**config.mk**
```make
export PLATFORM = sky130hd
export DESIGN_NAME = addr_ptr_mgr
export DESIGN_NICKNAME = d
export VERILOG_FILES = /design/src/rtl/addr_ptr_pkg.sv /design/src/rtl/addr_phase_fsm.sv /design/src/rtl/mem_addr_latch.sv /design/src/rtl/reg_ptr_unit.sv /design/src/rtl/addr_ptr_mgr.sv
export SDC_FILE = /design/constraint.sdc
export NUM_CORES = 1
export LEC_CHECK = 0
export BUFFER_PORTS_ARGS = -buffer_cell sky130_fd_sc_hd__buf_4
export CORE_UTILIZATION = 35
export DETAILED_ROUTE_END_ITERATION = 10
export PLACE_DENSITY = 0.61
export SYNTH_ARGS = -nofsm -noshare
export SYNTH_HDL_FRONTEND = slang
export SYNTH_SLANG_ARGS = --single-unit
```
**constraint.sdc**
```tcl
create_clock -name clk -period 1.9 [get_ports clk]
set_input_delay 0.38 -clock clk [delete_from_list [all_inputs] [get_ports clk]]
set_output_delay 0.38 -clock clk [all_outputs]
set_load 0.005 [all_outputs]
```
**src/rtl/addr_ptr_pkg.sv**
```systemverilog
package addr_ptr_pkg;

    typedef enum logic [2:0] {
        PH_IDLE = 3'd0,
        PH_HI   = 3'd1,
        PH_LO   = 3'd2,
        PH_REG  = 3'd3,
        PH_DATA = 3'd4
    } phase_e;

    typedef enum logic {
        TGT_MEM = 1'b0,
        TGT_REG = 1'b1
    } target_e;

    typedef struct packed {
        logic    start;
        target_e tgt;
        logic    rd;
        logic    addr_byte;
        logic    data_done;
        logic    stop;
    } bus_evt_t;

    typedef struct packed {
        logic ld_hi;
        logic ld_mem;
        logic ld_reg;
        logic inc_mem;
        logic inc_reg;
        logic clr_err;
    } ptr_ctrl_t;

    localparam int          ADDR_W       = 16;
    localparam logic [7:0]  REG_LAST_DEF = 8'h18;

    function automatic logic reg_in_range(input logic [7:0] a, input logic [7:0] last);
        return (a <= last);
    endfunction

    function automatic phase_e entry_phase(input target_e t, input logic rd);
        if (rd)
            return PH_DATA;
        else if (t == TGT_MEM)
            return PH_HI;
        else
            return PH_REG;
    endfunction

endpackage

```
**src/rtl/addr_phase_fsm.sv**
```systemverilog
module addr_phase_fsm
    import addr_ptr_pkg::*;
(
    input  logic      clk,
    input  logic      rst,
    input  bus_evt_t  evt_i,
    input  logic      reg_bad_i,
    output phase_e    phase_o,
    output target_e   tgt_o,
    output ptr_ctrl_t ctrl_o
);

    phase_e  phase_q, phase_d;
    target_e tgt_q;

    always_comb begin
        phase_d = phase_q;
        if (evt_i.start) begin
            phase_d = entry_phase(evt_i.tgt, evt_i.rd);
        end else if (evt_i.stop) begin
            phase_d = PH_IDLE;
        end else if (evt_i.addr_byte) begin
            unique case (phase_q)
                PH_HI:   phase_d = PH_LO;
                PH_LO:   phase_d = PH_DATA;
                PH_REG:  phase_d = PH_DATA;
                default: phase_d = phase_q;
            endcase
        end
    end

    always_comb begin
        ctrl_o         = '0;
        ctrl_o.clr_err = evt_i.start;
        if (!evt_i.start) begin
            unique case (phase_q)
                PH_HI:   ctrl_o.ld_hi  = evt_i.addr_byte;
                PH_LO:   ctrl_o.ld_mem = evt_i.addr_byte;
                PH_REG:  ctrl_o.ld_reg = evt_i.addr_byte;
                PH_DATA: begin
                    if (evt_i.data_done) begin
                        if (tgt_q == TGT_MEM)
                            ctrl_o.inc_mem = 1'b1;
                        else if (!reg_bad_i)
                            ctrl_o.inc_reg = 1'b1;
                    end
                end
                default: ;
            endcase
        end
    end

    always_ff @(posedge clk) begin
        if (rst) begin
            phase_q <= PH_IDLE;
            tgt_q   <= TGT_MEM;
        end else begin
            phase_q <= phase_d;
            if (evt_i.start)
                tgt_q <= evt_i.tgt;
        end
    end

    assign phase_o = phase_q;
    assign tgt_o   = tgt_q;

    // waiting for a low byte only happens in memory transactions
    p_lo_mem_only_r2: assert property (@(posedge clk) disable iff (rst)
        (phase_q == PH_LO) |-> (tgt_q == TGT_MEM));

    // a lone stop always returns to idle
    p_stop_idle_r12: assert property (@(posedge clk) disable iff (rst)
        (evt_i.stop && !evt_i.start) |=> (phase_q == PH_IDLE));

    // a start lands in the entry phase of its target and direction
    p_restart_entry_r11: assert property (@(posedge clk) disable iff (rst)
        (evt_i.start && evt_i.rd) |=> (phase_q == PH_DATA));

endmodule

```
**src/rtl/mem_addr_latch.sv**
```systemverilog
module mem_addr_latch
    import addr_ptr_pkg::*;
#(
    parameter int MEM_AW = 13
) (
    input  logic              clk,
    input  logic              rst,
    input  ptr_ctrl_t         ctrl_i,
    input  logic [7:0]        byte_i,
    output logic [MEM_AW-1:0] ptr_o
);

    localparam logic [MEM_AW-1:0] PTR_TOP = '1;

    logic [7:0]        hi_q;
    logic [MEM_AW-1:0] ptr_q;
    logic [ADDR_W-1:0] full_addr;

    assign full_addr = {hi_q, byte_i};

    always_ff @(posedge clk) begin
        if (rst) begin
            hi_q  <= '0;
            ptr_q <= '0;
        end else begin
            if (ctrl_i.ld_hi)
                hi_q <= byte_i;
            if (ctrl_i.ld_mem)
                ptr_q <= full_addr[MEM_AW-1:0];
            else if (ctrl_i.inc_mem)
                ptr_q <= ptr_q + 1'b1;
        end
    end

    assign ptr_o = ptr_q;

    // stepping past the top address lands on zero
    p_wrap_r3: assert property (@(posedge clk) disable iff (rst)
        (ctrl_i.inc_mem && !ctrl_i.ld_mem && ptr_q == PTR_TOP) |=> (ptr_q == '0));

    // with no load and no advance the pointer holds
    p_hold_r9: assert property (@(posedge clk) disable iff (rst)
        (!ctrl_i.ld_mem && !ctrl_i.inc_mem) |=> $stable(ptr_q));

endmodule

```
**src/rtl/reg_ptr_unit.sv**
```systemverilog
module reg_ptr_unit
    import addr_ptr_pkg::*;
#(
    parameter logic [7:0] REG_LAST = REG_LAST_DEF
) (
    input  logic       clk,
    input  logic       rst,
    input  ptr_ctrl_t  ctrl_i,
    input  logic [7:0] byte_i,
    output logic [7:0] ptr_o,
    output logic       err_o,
    output logic       over_o
);

    localparam logic [7:0] REG_PAST = REG_LAST + 8'd1;

    logic [7:0] ptr_q;
    logic       err_q;

    always_ff @(posedge clk) begin
        if (rst) begin
            ptr_q <= '0;
            err_q <= 1'b0;
        end else begin
            if (ctrl_i.clr_err)
                err_q <= 1'b0;
            if (ctrl_i.ld_reg) begin
                if (reg_in_range(byte_i, REG_LAST)) begin
                    ptr_q <= byte_i;
                    err_q <= 1'b0;
                end else begin
                    err_q <= 1'b1;
                end
            end else if (ctrl_i.inc_reg && reg_in_range(ptr_q, REG_LAST)) begin
                ptr_q <= ptr_q + 8'd1;
            end
        end
    end

    assign ptr_o  = ptr_q;
    assign err_o  = err_q;
    assign over_o = !reg_in_range(ptr_q, REG_LAST);

    // the pointer never climbs more than one step past the last register
    p_ptr_bound_r8: assert property (@(posedge clk) disable iff (rst)
        ptr_q <= REG_PAST);

    // a rejected address freezes the pointer
    p_err_freeze_r7: assert property (@(posedge clk) disable iff (rst)
        err_q |=> $stable(ptr_q));

endmodule

```
**src/rtl/addr_ptr_mgr.sv**
```systemverilog
module addr_ptr_mgr
    import addr_ptr_pkg::*;
#(
    parameter int         MEM_AW   = 13,
    parameter logic [7:0] REG_LAST = REG_LAST_DEF
) (
    input  logic        clk,
    input  logic        rst,
    input  logic        start_i,
    input  logic        tgt_i,
    input  logic        rd_i,
    input  logic        addr_byte_i,
    input  logic        data_done_i,
    input  logic        stop_i,
    input  logic [7:0]  byte_i,
    output logic [15:0] addr_o,
    output logic        valid_o,
    output logic        illegal_o
);

    bus_evt_t          evt;
    ptr_ctrl_t         ctrl;
    phase_e            phase;
    target_e           tgt;
    logic [MEM_AW-1:0] mem_ptr;
    logic [7:0]        reg_ptr;
    logic              reg_err;
    logic              reg_over;
    logic [15:0]       mem_ext;
    logic              in_xfer;

    assign evt.start     = start_i;
    assign evt.tgt       = target_e'(tgt_i);
    assign evt.rd        = rd_i;
    assign evt.addr_byte = addr_byte_i;
    assign evt.data_done = data_done_i;
    assign evt.stop      = stop_i;

    addr_phase_fsm u_fsm (
        .clk       (clk),
        .rst       (rst),
        .evt_i     (evt),
        .reg_bad_i (reg_err | reg_over),
        .phase_o   (phase),
        .tgt_o     (tgt),
        .ctrl_o    (ctrl)
    );

    mem_addr_latch #(.MEM_AW(MEM_AW)) u_mem (
        .clk    (clk),
        .rst    (rst),
        .ctrl_i (ctrl),
        .byte_i (byte_i),
        .ptr_o  (mem_ptr)
    );

    reg_ptr_unit #(.REG_LAST(REG_LAST)) u_reg (
        .clk    (clk),
        .rst    (rst),
        .ctrl_i (ctrl),
        .byte_i (byte_i),
        .ptr_o  (reg_ptr),
        .err_o  (reg_err),
        .over_o (reg_over)
    );

    always_comb begin
        mem_ext             = '0;
        mem_ext[MEM_AW-1:0] = mem_ptr;
    end

    assign in_xfer   = (phase != PH_IDLE);
    assign illegal_o = in_xfer && (tgt == TGT_REG) &&
                       (reg_err || (phase == PH_DATA && reg_over));
    assign valid_o   = (phase == PH_DATA) && !illegal_o;
    assign addr_o    = (in_xfer && tgt == TGT_REG) ? {8'h00, reg_ptr} : mem_ext;

    // a cycle spent on the register target leaves the memory pointer alone
    p_reg_no_mem_r5: assert property (@(posedge clk) disable iff (rst)
        (in_xfer && tgt == TGT_REG) |=> $stable(mem_ptr));

    // idle means no flags
    p_idle_quiet_r12: assert property (@(posedge clk) disable iff (rst)
        !in_xfer |-> (!valid_o && !illegal_o));

endmodule

```
==> results of run 1 <==
-- flip-flops by register name, summed over array words and instances, names as in the netlist --
| register | cells |
|---|---|
| u_fsm.tgt_o | 1 |
| u_mem.ptr_o | 13 |
| u_reg.ptr_o | 8 |
| u_fsm.phase_o | 3 |
| u_mem.hi_q | 5 |
| u_reg.err_o | 1 |
-- worst max-delay path by stage --
stage                                        to  cells after the start                     startpoint
floorplan           u_mem.ptr_o[8]$_SDFFE_PP0P_                      6  u_fsm.phase_o[1]$_SDFFE_PP0P_
global placement    u_mem.ptr_o[5]$_SDFFE_PP0P_                      6                    addr_byte_i
detailed placement  u_mem.ptr_o[5]$_SDFFE_PP0P_                      6                    addr_byte_i
CTS                                   addr_o[4]                      5  u_fsm.phase_o[2]$_SDFFE_PP0P_
global route        u_reg.ptr_o[1]$_SDFFE_PP0P_                      8  u_fsm.phase_o[2]$_SDFFE_PP0P_
finish                                addr_o[4]                      4  u_fsm.phase_o[1]$_SDFFE_PP0P_
-- metal layers --
metal / part of all wire / track usage / routed length [um]
met5: 0 / 0 / 0
met4: 0.013 / 0.0713 / 68
met3: 0.033 / 0.0361 / 174
met2: 0.48 / 0.334 / 2530
met1: 0.47 / 0.281 / 2490
-- stage by stage --
stage	hold WS, ns	area [um2]	utilization
6_report	0.304	2540	0.498
5_1_grt	0.312	2540	0.498
4_1_cts	0.302	2450	0.479
3_5_place_dp	0.487	2260	0.443
3_3_place_gp	0.484	2260	0.443
2_1_floorplan	0.464	1860	-
-- area by class of cell --
type | instances | share of cell area
clock buffer | 8 | 0.0394
tap | 70 | 0.0345
timing repair buffer | 62 | 0.196
multi-input combinational | 170 | 0.473
inverter | 6 | 0.00886
sequential | 31 | 0.248
-- cells by family (layout without fill, tap and decap cells) --
logic type      count (synthesis)  in the layout  synth area share
other cells                     1              3           0.00203
mux                            17             17            0.0974
flops                          31             31             0.335
simple gates                   88             88             0.267
compound gates                 55             55             0.200
buf+inv                        22             76            0.0588
fa+ha+maj                       3              3            0.0203
xor+xnor                        4              4            0.0189
-- power by group through the flow --
stage          Clock, mW  Combinational [mW]  Sequential [mW]
2_1_floorplan          0              0.0693            0.678
3_3_place_gp           0               0.134            0.681
3_5_place_dp           0               0.135            0.681
4_1_cts            0.603               0.142            0.667
5_1_grt            0.623               0.163            0.668
6_report           0.597               0.149            0.667
-- Yosys cell counts, drive strengths merged, types with 7 or more instances --
cell / number / area [um2]
nand3: 9 / 45.0
and2: 8 / 50.1
o21ai: 8 / 40.0
a21oi: 13 / 65.1
nor3: 8 / 40.0
nor2: 14 / 52.6
nand2: 18 / 67.6
mux2i: 9 / 90.1
clkbuf: 11 / 41.3
a22oi: 7 / 52.6
dfxtp: 31 / 621
mux2: 8 / 90.1
-- what timing repair did --
action | in CTS | in global routing
setup buffers | 2 | 7
setup endpoints to repair | 16 | 18
gates resized for setup | 23 | 11
pin swaps | 0 | 4
==> flow_summary.html, run 1 <==
<table>
<tr><th>Metric</th><th>Value</th></tr>
<tr><th colspan="2">Worst setup path</th></tr>
<tr><td>Top cell family by delay on the critical path</td><td>flip-flops</td></tr>
<tr><td>CP Data Arrival Time</td><td>1.52 ns</td></tr>
<tr><td>Highest-delay cell along the critical path</td><td>sky130_fd_sc_hd__dfxtp_4</td></tr>
<tr><td>Kind of start point of the critical path</td><td>flop</td></tr>
<tr><td>Number of cell instances on the worst register-to-register path</td><td>8</td></tr>
<tr><td>Reg2reg start</td><td>u_fsm.phase_o[2]$_SDFFE_PP0P_</td></tr>
<tr><td>RR Endpoint</td><td>u_reg.ptr_o[2]$_SDFFE_PP0P_</td></tr>
<tr><td>CP Buf/Inv Count</td><td>2</td></tr>
<tr><td>Delay of the slowest critical-path stage</td><td>0.37 ns</td></tr>
<tr><td>Worst path cell trace</td><td>o31ai_4 -&gt; buf_6 -&gt; mux2_4 -&gt; buf_6</td></tr>
<tr><td>Most repeated library cell on the critical path</td><td>sky130_fd_sc_hd__buf_6</td></tr>
<tr><td>Highest fanout seen on the critical path</td><td>8</td></tr>
<tr><td>Nature of the critical path endpoint</td><td>output port</td></tr>
<tr><td>Required time of the critical path</td><td>1.52 ns</td></tr>
<tr><td>Crit path kind</td><td>reg2out</td></tr>
<tr><td>Register-to-Register Setup Slack</td><td>0.04 ns</td></tr>
<tr><th colspan="2">STA</th></tr>
<tr><td>Final Hold Violating Endpoints</td><td>0</td></tr>
<tr><td>Timing-limited maximum frequency</td><td>526 MHz</td></tr>
<tr><td>Rel. slew slack</td><td>0.640</td></tr>
<tr><td>Clock period minus final worst setup slack</td><td>1.90 ns</td></tr>
<tr><td>Setup repair after global routing missed its margin</td><td>true</td></tr>
<tr><td>Setup-violating endpoint count in the final report</td><td>1</td></tr>
<tr><td>Slew Limit Fails</td><td>0</td></tr>
<tr><td>Period Utilization, post-route</td><td>1.00</td></tr>
<tr><td>Worst Tran Pin Value</td><td>0.540 ns</td></tr>
<tr><td>Worst Setup Slack, final</td><td>-0.00111 ns</td></tr>
<tr><td>Final total negative setup slack</td><td>-0.00111 ns</td></tr>
<tr><td>Worst clock skew on the final layout</td><td>0.00707 ns</td></tr>
<tr><th colspan="2">Logic synthesis</th></tr>
<tr><td>Number of instances in the synthesized netlist</td><td>221</td></tr>
<tr><td>Proportion of register bits with asynchronous set or reset after synthesis</td><td>0</td></tr>
<tr><td>Post-Syn Area per Cell</td><td>8.37 um2</td></tr>
<tr><td>Total standard cell area after synthesis</td><td>1850 um2</td></tr>
<tr><td>Distinct cell type count after synthesis</td><td>48</td></tr>
<tr><td>Sequential cell area fraction in the yosys report</td><td>0.335</td></tr>
<tr><td>Number of synthesized flops with an enable pin</td><td>0</td></tr>
<tr><td>Synth Warn #</td><td>0</td></tr>
<tr><td>Flip-flop and latch count after synthesis</td><td>31</td></tr>
<tr><td>Dominant synthesized flop cell</td><td>sky130_fd_sc_hd__dfxtp_1</td></tr>
<tr><th colspan="2">Power</th></tr>
<tr><td>Share of total power in the clock network</td><td>0.423</td></tr>
<tr><td>Combinational Power Share</td><td>0.105</td></tr>
<tr><td>Int Power</td><td>1.06 mW</td></tr>
<tr><td>Static Leakage</td><td>1.06 nW</td></tr>
<tr><td>Proportion of total power due to net switching</td><td>0.249</td></tr>
<tr><td>Cell Pwr Density</td><td>556 nW/um2</td></tr>
<tr><td>Power share of the sequential group</td><td>0.472</td></tr>
<tr><td>VDD IR-drop max</td><td>299 uV</td></tr>
<tr><td>Final Total Pwr</td><td>1.41 mW</td></tr>
<tr><td>Switching Power</td><td>352 uW</td></tr>
<tr><th colspan="2">Die</th></tr>
<tr><td>Die area</td><td>5580 um2</td></tr>
<tr><td>Total I/O pin count</td><td>34</td></tr>
<tr><td>DIE HEIGHT</td><td>74.7 um</td></tr>
<tr><td>Starting density of the core</td><td>0.362</td></tr>
<tr><td>Area of the core region</td><td>5110 um2</td></tr>
<tr><td>Row count</td><td>26</td></tr>
<tr><td>Chip Width</td><td>74.7 um</td></tr>
<tr><th colspan="2">Place</th></tr>
<tr><td>Cell count after placement</td><td>330</td></tr>
<tr><td>Gp weighted congestion</td><td>0.795</td></tr>
<tr><td>HPWL after detailed placement</td><td>3.80 mm</td></tr>
<tr><td>Post-Place Setup Slack</td><td>-0.112 ns</td></tr>
<tr><td>Count of port buffers added during placement</td><td>30</td></tr>
<tr><th colspan="2">Finish</th></tr>
<tr><td>Most common cell after layout, fill and taps aside</td><td>sky130_fd_sc_hd__buf_4</td></tr>
<tr><td>Share of cells above drive strength 1</td><td>0.339</td></tr>
<tr><td>Storage cell area</td><td>629 um2</td></tr>
<tr><td>Non-filler cells in the finished layout</td><td>347</td></tr>
<tr><td>Most frequent cells in the layout</td><td>sky130_fd_sc_hd__buf_4 (53), sky130_fd_sc_hd__dfxtp_1 (26), sky130_fd_sc_hd__nand2_1 (18), sky130_fd_sc_hd__nor2_1 (13), sky130_fd_sc_hd__a21oi_1 (12)</td></tr>
<tr><td>Area delta synth-&gt;final</td><td>37.3%</td></tr>
<tr><td>Area of the multi-input gates</td><td>1200 um2</td></tr>
<tr><td>Total inserted antenna cells</td><td>0</td></tr>
<tr><td>Fin nets</td><td>295</td></tr>
<tr><td>Layout filler cell count</td><td>519</td></tr>
<tr><th colspan="2">Clocking</th></tr>
<tr><td>Clock sink count</td><td>31</td></tr>
<tr><td>Maximum buffer depth of the clock tree</td><td>2</td></tr>
<tr><td>Clock transition at the register clock pins on the worst setup and hold paths after CTS</td><td>0.07 ns</td></tr>
<tr><td>CTS tree</td><td>built</td></tr>
<tr><td>Hold buffers post-CTS</td><td>0</td></tr>
<tr><td>Root Buffer Master</td><td>sky130_fd_sc_hd__clkbuf_8</td></tr>
<tr><td>CTS H-Tree Depth</td><td>2</td></tr>
<tr><td>Clock latency reported for the late side of the worst-skew pair</td><td>0.29 ns</td></tr>
<tr><td>CTS buffer count</td><td>5</td></tr>
<tr><th colspan="2">Drt</th></tr>
<tr><td>Routed wire length</td><td>5.26 mm</td></tr>
<tr><td>Number of DRC markers in iteration 0</td><td>128</td></tr>
<tr><td>Average wire per cell in the routed design</td><td>15.1 um</td></tr>
<tr><td>DRC Markers</td><td>0</td></tr>
<tr><td>Number of routed nets with antenna violations</td><td>0</td></tr>
<tr><td>Total via count in the routed design</td><td>1872</td></tr>
<tr><td>First-pass DRT Iterations</td><td>4</td></tr>
<tr><td>Via count normalized by instance count</td><td>5.39</td></tr>
<tr><th colspan="2">Hold path</th></tr>
<tr><td>Hold/Removal Path Class</td><td>in2reg</td></tr>
<tr><td>Hold Path End</td><td>u_reg.err_o$_SDFFE_PP0P_</td></tr>
<tr><td>Startpoint of the most critical hold path</td><td>start_i</td></tr>
<tr><td>Hold depth</td><td>2</td></tr>
<tr><th colspan="2">GRT</th></tr>
<tr><td>GRT Util Overall</td><td>0.208</td></tr>
<tr><td>Global route overflow</td><td>0</td></tr>
<tr><td>Initial antenna violation count</td><td>0</td></tr>
<tr><td>Global-route wire length before repair</td><td>8.67 mm</td></tr>
<tr><td>Via count of the first global-routing pass</td><td>1802</td></tr>
<tr><td>Pin count of the biggest net entering global routing</td><td>28</td></tr>
<tr><th colspan="2">Run status</th></tr>
<tr><td>Violations in the final reports</td><td>setup timing</td></tr>
<tr><td>Outcome</td><td>finished, violations left</td></tr>
<tr><th colspan="2">Flow run</th></tr>
<tr><td>Maximum Capacitance Violations</td><td>0</td></tr>
</table>
No activity file was read; power rests on OpenSTA's default activity.
==> run 2: changes to the inputs <==
SETUP_SLACK_MARGIN = 0.02   (was unset)
==> flow_summary.html, run 2 (synthesis gave the netlist of run 1 again) <==
<table>
<tr><th>Metric</th><th>Value</th></tr>
<tr><th colspan="2">Run status</th></tr>
<tr><td>Outcome</td><td>finished, violations left</td></tr>
<tr><td>Violations in the final reports</td><td>setup timing</td></tr>
<tr><th colspan="2">Finish</th></tr>
<tr><td>Number of flip-flops in the largest register</td><td>13 (unchanged)</td></tr>
<tr><td>Share of cells above drive strength 1</td><td>0.330 (-0.00968)</td></tr>
<tr><td>Core Util, Final</td><td>0.485 (-0.0122)</td></tr>
<tr><td>Layout filler cell count</td><td>549 (+5.8%)</td></tr>
<tr><td>Total inserted antenna cells</td><td>0 (unchanged)</td></tr>
<tr><td>Finished Cell Area</td><td>2480 um2 (-2.5%)</td></tr>
<tr><td>Most common cell after layout, fill and taps aside</td><td>sky130_fd_sc_hd__buf_4</td></tr>
<tr><td>Area delta synth-&gt;final</td><td>33.9%</td></tr>
<tr><td>Most frequent cells in the layout</td><td>sky130_fd_sc_hd__buf_4 (56), sky130_fd_sc_hd__dfxtp_1 (26), sky130_fd_sc_hd__nand2_1 (18), sky130_fd_sc_hd__a21oi_1 (13), sky130_fd_sc_hd__nor2_1 (13)</td></tr>
<tr><td>Fin nets</td><td>291 (-1.4%)</td></tr>
<tr><th colspan="2">Die</th></tr>
<tr><td>Starting density of the core</td><td>0.362 (unchanged)</td></tr>
<tr><td>Die area</td><td>5580 um2 (unchanged)</td></tr>
<tr><td>DIE HEIGHT</td><td>74.7 um (unchanged)</td></tr>
<tr><td>Row count</td><td>26 (unchanged)</td></tr>
<tr><td>Total I/O pin count</td><td>34 (unchanged)</td></tr>
<tr><td>Area of the core region</td><td>5110 um2 (unchanged)</td></tr>
<tr><td>Chip Width</td><td>74.7 um (unchanged)</td></tr>
<tr><th colspan="2">Drt</th></tr>
<tr><td>Average wire per cell in the routed design</td><td>14.3 um (-5.4%)</td></tr>
<tr><td>Number of DRC markers in iteration 0</td><td>151 (+18%)</td></tr>
<tr><td>Via count normalized by instance count</td><td>5.32 (-1.4%)</td></tr>
<tr><td>Total via count in the routed design</td><td>1824 (-2.6%)</td></tr>
<tr><td>DRC Markers</td><td>0 (unchanged)</td></tr>
<tr><td>Number of routed nets with antenna violations</td><td>0 (unchanged)</td></tr>
<tr><td>First-pass DRT Iterations</td><td>4 (unchanged)</td></tr>
<tr><td>Routed wire length</td><td>4.92 mm (-6.5%)</td></tr>
<tr><th colspan="2">STA</th></tr>
<tr><td>Final Hold Violating Endpoints</td><td>0 (unchanged)</td></tr>
<tr><td>Worst Setup Slack, final</td><td>-0.0276 ns (-0.0265 ns)</td></tr>
<tr><td>Rel. slew slack</td><td>0.665 (+0.0248)</td></tr>
<tr><td>Minimum hold slack</td><td>0.333 ns (+0.0281 ns)</td></tr>
<tr><td>Slew Limit Fails</td><td>0 (unchanged)</td></tr>
<tr><td>Clock period minus final worst setup slack</td><td>1.93 ns (+0.0265 ns)</td></tr>
<tr><td>Timing-limited maximum frequency</td><td>519 MHz (-1.4%)</td></tr>
<tr><td>Worst clock skew on the final layout</td><td>0.00513 ns (-0.00194 ns)</td></tr>
<tr><td>Setup repair after global routing missed its margin</td><td>true</td></tr>
<tr><td>Worst Tran Pin Value</td><td>0.503 ns (-0.0366 ns)</td></tr>
<tr><td>Setup-violating endpoint count in the final report</td><td>6 (+5)</td></tr>
<tr><td>Period Utilization, post-route</td><td>1.01 (+0.0139)</td></tr>
<tr><th colspan="2">Clocking</th></tr>
<tr><td>Maximum buffer depth of the clock tree</td><td>2 (unchanged)</td></tr>
<tr><td>CTS buffer count</td><td>5 (unchanged)</td></tr>
<tr><td>CTS H-Tree Depth</td><td>2 (unchanged)</td></tr>
<tr><td>CTS tree</td><td>built</td></tr>
<tr><td>Hold buffers post-CTS</td><td>0 (unchanged)</td></tr>
<tr><td>Clock transition at the register clock pins on the worst setup and hold paths after CTS</td><td>0.07 ns (about the same)</td></tr>
<tr><td>Clock latency reported for the late side of the worst-skew pair</td><td>0.28 ns (about the same)</td></tr>
<tr><td>Root Buffer Master</td><td>sky130_fd_sc_hd__clkbuf_8</td></tr>
<tr><td>Clock sink count</td><td>31 (unchanged)</td></tr>
<tr><th colspan="2">Worst setup path</th></tr>
<tr><td>Kind of start point of the critical path</td><td>flop</td></tr>
<tr><td>Required time of the critical path</td><td>1.52 ns (about the same)</td></tr>
<tr><td>Crit path kind</td><td>reg2out</td></tr>
<tr><td>Highest-delay cell along the critical path</td><td>sky130_fd_sc_hd__dfxtp_2</td></tr>
<tr><td>CP Data Arrival Time</td><td>1.55 ns (+0.03 ns)</td></tr>
<tr><td>Number of cell instances on the worst register-to-register path</td><td>4 (-4)</td></tr>
<tr><td>Worst path cell trace</td><td>o31ai_4 -&gt; buf_12 -&gt; mux2_2 -&gt; buf_4</td></tr>
<tr><td>Critical path startpoint</td><td>u_fsm.phase_o[1]$_SDFFE_PP0P_</td></tr>
<tr><td>Highest fanout seen on the critical path</td><td>9 (+1)</td></tr>
<tr><td>Register-to-Register Setup Slack</td><td>0.14 ns (+0.10 ns)</td></tr>
<tr><td>Nature of the critical path endpoint</td><td>output port</td></tr>
<tr><td>RR Endpoint</td><td>u_mem.ptr_o[8]$_SDFFE_PP0P_</td></tr>
<tr><td>Delay of the slowest critical-path stage</td><td>0.36 ns (about the same)</td></tr>
<tr><td>Termination of the worst setup path</td><td>addr_o[5]</td></tr>
<tr><td>Reg2reg start</td><td>u_fsm.tgt_o$_SDFFE_PP0P_</td></tr>
<tr><th colspan="2">GRT</th></tr>
<tr><td>Global route overflow</td><td>0 (unchanged)</td></tr>
<tr><td>GRT Util Overall</td><td>0.192 (-0.0154)</td></tr>
<tr><td>Via count of the first global-routing pass</td><td>1623 (-9.9%)</td></tr>
<tr><td>Global-route wire length before repair</td><td>8.09 mm (-6.7%)</td></tr>
<tr><td>Pin count of the biggest net entering global routing</td><td>28 (unchanged)</td></tr>
<tr><td>Initial antenna violation count</td><td>0 (unchanged)</td></tr>
<tr><th colspan="2">Power</th></tr>
<tr><td>Static Leakage</td><td>1.02 nW (-4.1%)</td></tr>
<tr><td>Share of total power in the clock network</td><td>0.419 (-0.004)</td></tr>
<tr><td>Switching Power</td><td>333 uW (-5.2%)</td></tr>
<tr><td>Combinational Power Share</td><td>0.099 (-0.006)</td></tr>
<tr><td>VDD IR-drop max</td><td>312 uV (+4.2%)</td></tr>
<tr><td>Proportion of total power due to net switching</td><td>0.240 (-0.00930)</td></tr>
<tr><td>Int Power</td><td>1.06 mW (-0.35%)</td></tr>
<tr><td>Power share of the sequential group</td><td>0.481 (+0.009)</td></tr>
<tr><td>Cell Pwr Density</td><td>561 nW/um2 (+0.92%)</td></tr>
<tr><th colspan="2">Place</th></tr>
<tr><td>Count of port buffers added during placement</td><td>30 (unchanged)</td></tr>
<tr><td>Gp weighted congestion</td><td>0.811 (+2.0%)</td></tr>
<tr><td>Cell Area, Placed</td><td>2280 um2 (+0.77%)</td></tr>
<tr><td>HPWL after detailed placement</td><td>3.69 mm (-2.8%)</td></tr>
<tr><th colspan="2">Hold path</th></tr>
<tr><td>Hold/Removal Path Class</td><td>in2reg</td></tr>
<tr><th colspan="2">Flow run</th></tr>
<tr><td>Maximum Capacitance Violations</td><td>0 (unchanged)</td></tr>
</table>
## run 2: changes by cell type in the layout (fill, tap and decap cells not counted), moves of 2 or more
cell,change
sky130_fd_sc_hd__buf_6,-9
sky130_fd_sc_hd__mux2_2,+6
sky130_fd_sc_hd__mux2_4,-6
sky130_fd_sc_hd__buf_4,+3
sky130_fd_sc_hd__buf_12,+2
## run 2: per-layer routing
layer	global-route usage	routed length, um	up-vias
met4	0.0440	22	0
met3	0.0375	280	4
met1	0.276	2370	842
met2	0.298	2240	54
li1	-	-	924
met5	0	0	-
## run 2: critical path, delay by kind of cell, from the launching register on
family	cells	cell delay (ns)
mux	1	0.34
flops	1	0.36
compound gates	1	0.28
buf+inv	2	0.30
## run 2: final cells by class
type                            instances  area [um2]  share of cell area
Timing Repair Buffer                   58         460               0.186
Inverter                                6        22.5             0.00909
Clock buffer                            8         100              0.0404
Sequential cell                        31         627               0.253
Tap cell                               70        87.6              0.0353
Multi-Input combinational cell        170        1180               0.477
## run 2: worst min-delay path by stage
stage | startpoint | depth (start not counted) | end
after floorplan | u_mem.hi_q[1]$_SDFFE_PP0P_ | 2 | u_mem.hi_q[1]$_SDFFE_PP0P_
after global placement | u_mem.hi_q[3]$_SDFFE_PP0P_ | 2 | u_mem.hi_q[3]$_SDFFE_PP0P_
after detailed placement | u_reg.ptr_o[6]$_SDFFE_PP0P_ | 1 | u_reg.ptr_o[6]$_SDFFE_PP0P_
after CTS | start_i | 2 | u_reg.err_o$_SDFFE_PP0P_
after global routing | start_i | 2 | u_reg.err_o$_SDFFE_PP0P_
final | start_i | 2 | u_reg.err_o$_SDFFE_PP0P_
## run 2: repair_timing
action                     in CTS  in global routing
pin swaps                       1                  3
cloned                          0                  0
setup endpoints to repair       8                 26
resized for setup               7                 11
buffers inserted                2                  4
## run 2: per-stage QoR
| stage | setup WS (ns) | TNS, ns | total power [mW] | std cells |
|---|---|---|---|---|
| after floorplan | 0.0336 | 0 | 0.748 | 223 |
| after global placement | -0.00790 | -0.00790 | 0.814 | 329 |
| after detailed placement | -0.0264 | -0.0483 | 0.814 | 329 |
| after CTS | -0.0562 | -0.242 | 1.41 | 339 |
| after global routing | -0.0901 | -0.454 | 1.45 | 343 |
| final | -0.0276 | -0.0773 | 1.39 | 343 |
## run 2: power by group through the flow
stage	Clock [mW]	Sequential, mW	Combinational [mW]
floorplan	0	0.678	0.0694
global placement	0	0.682	0.132
detailed placement	0	0.682	0.132
CTS	0.602	0.668	0.135
global route	0.625	0.670	0.152
finish	0.583	0.669	0.138
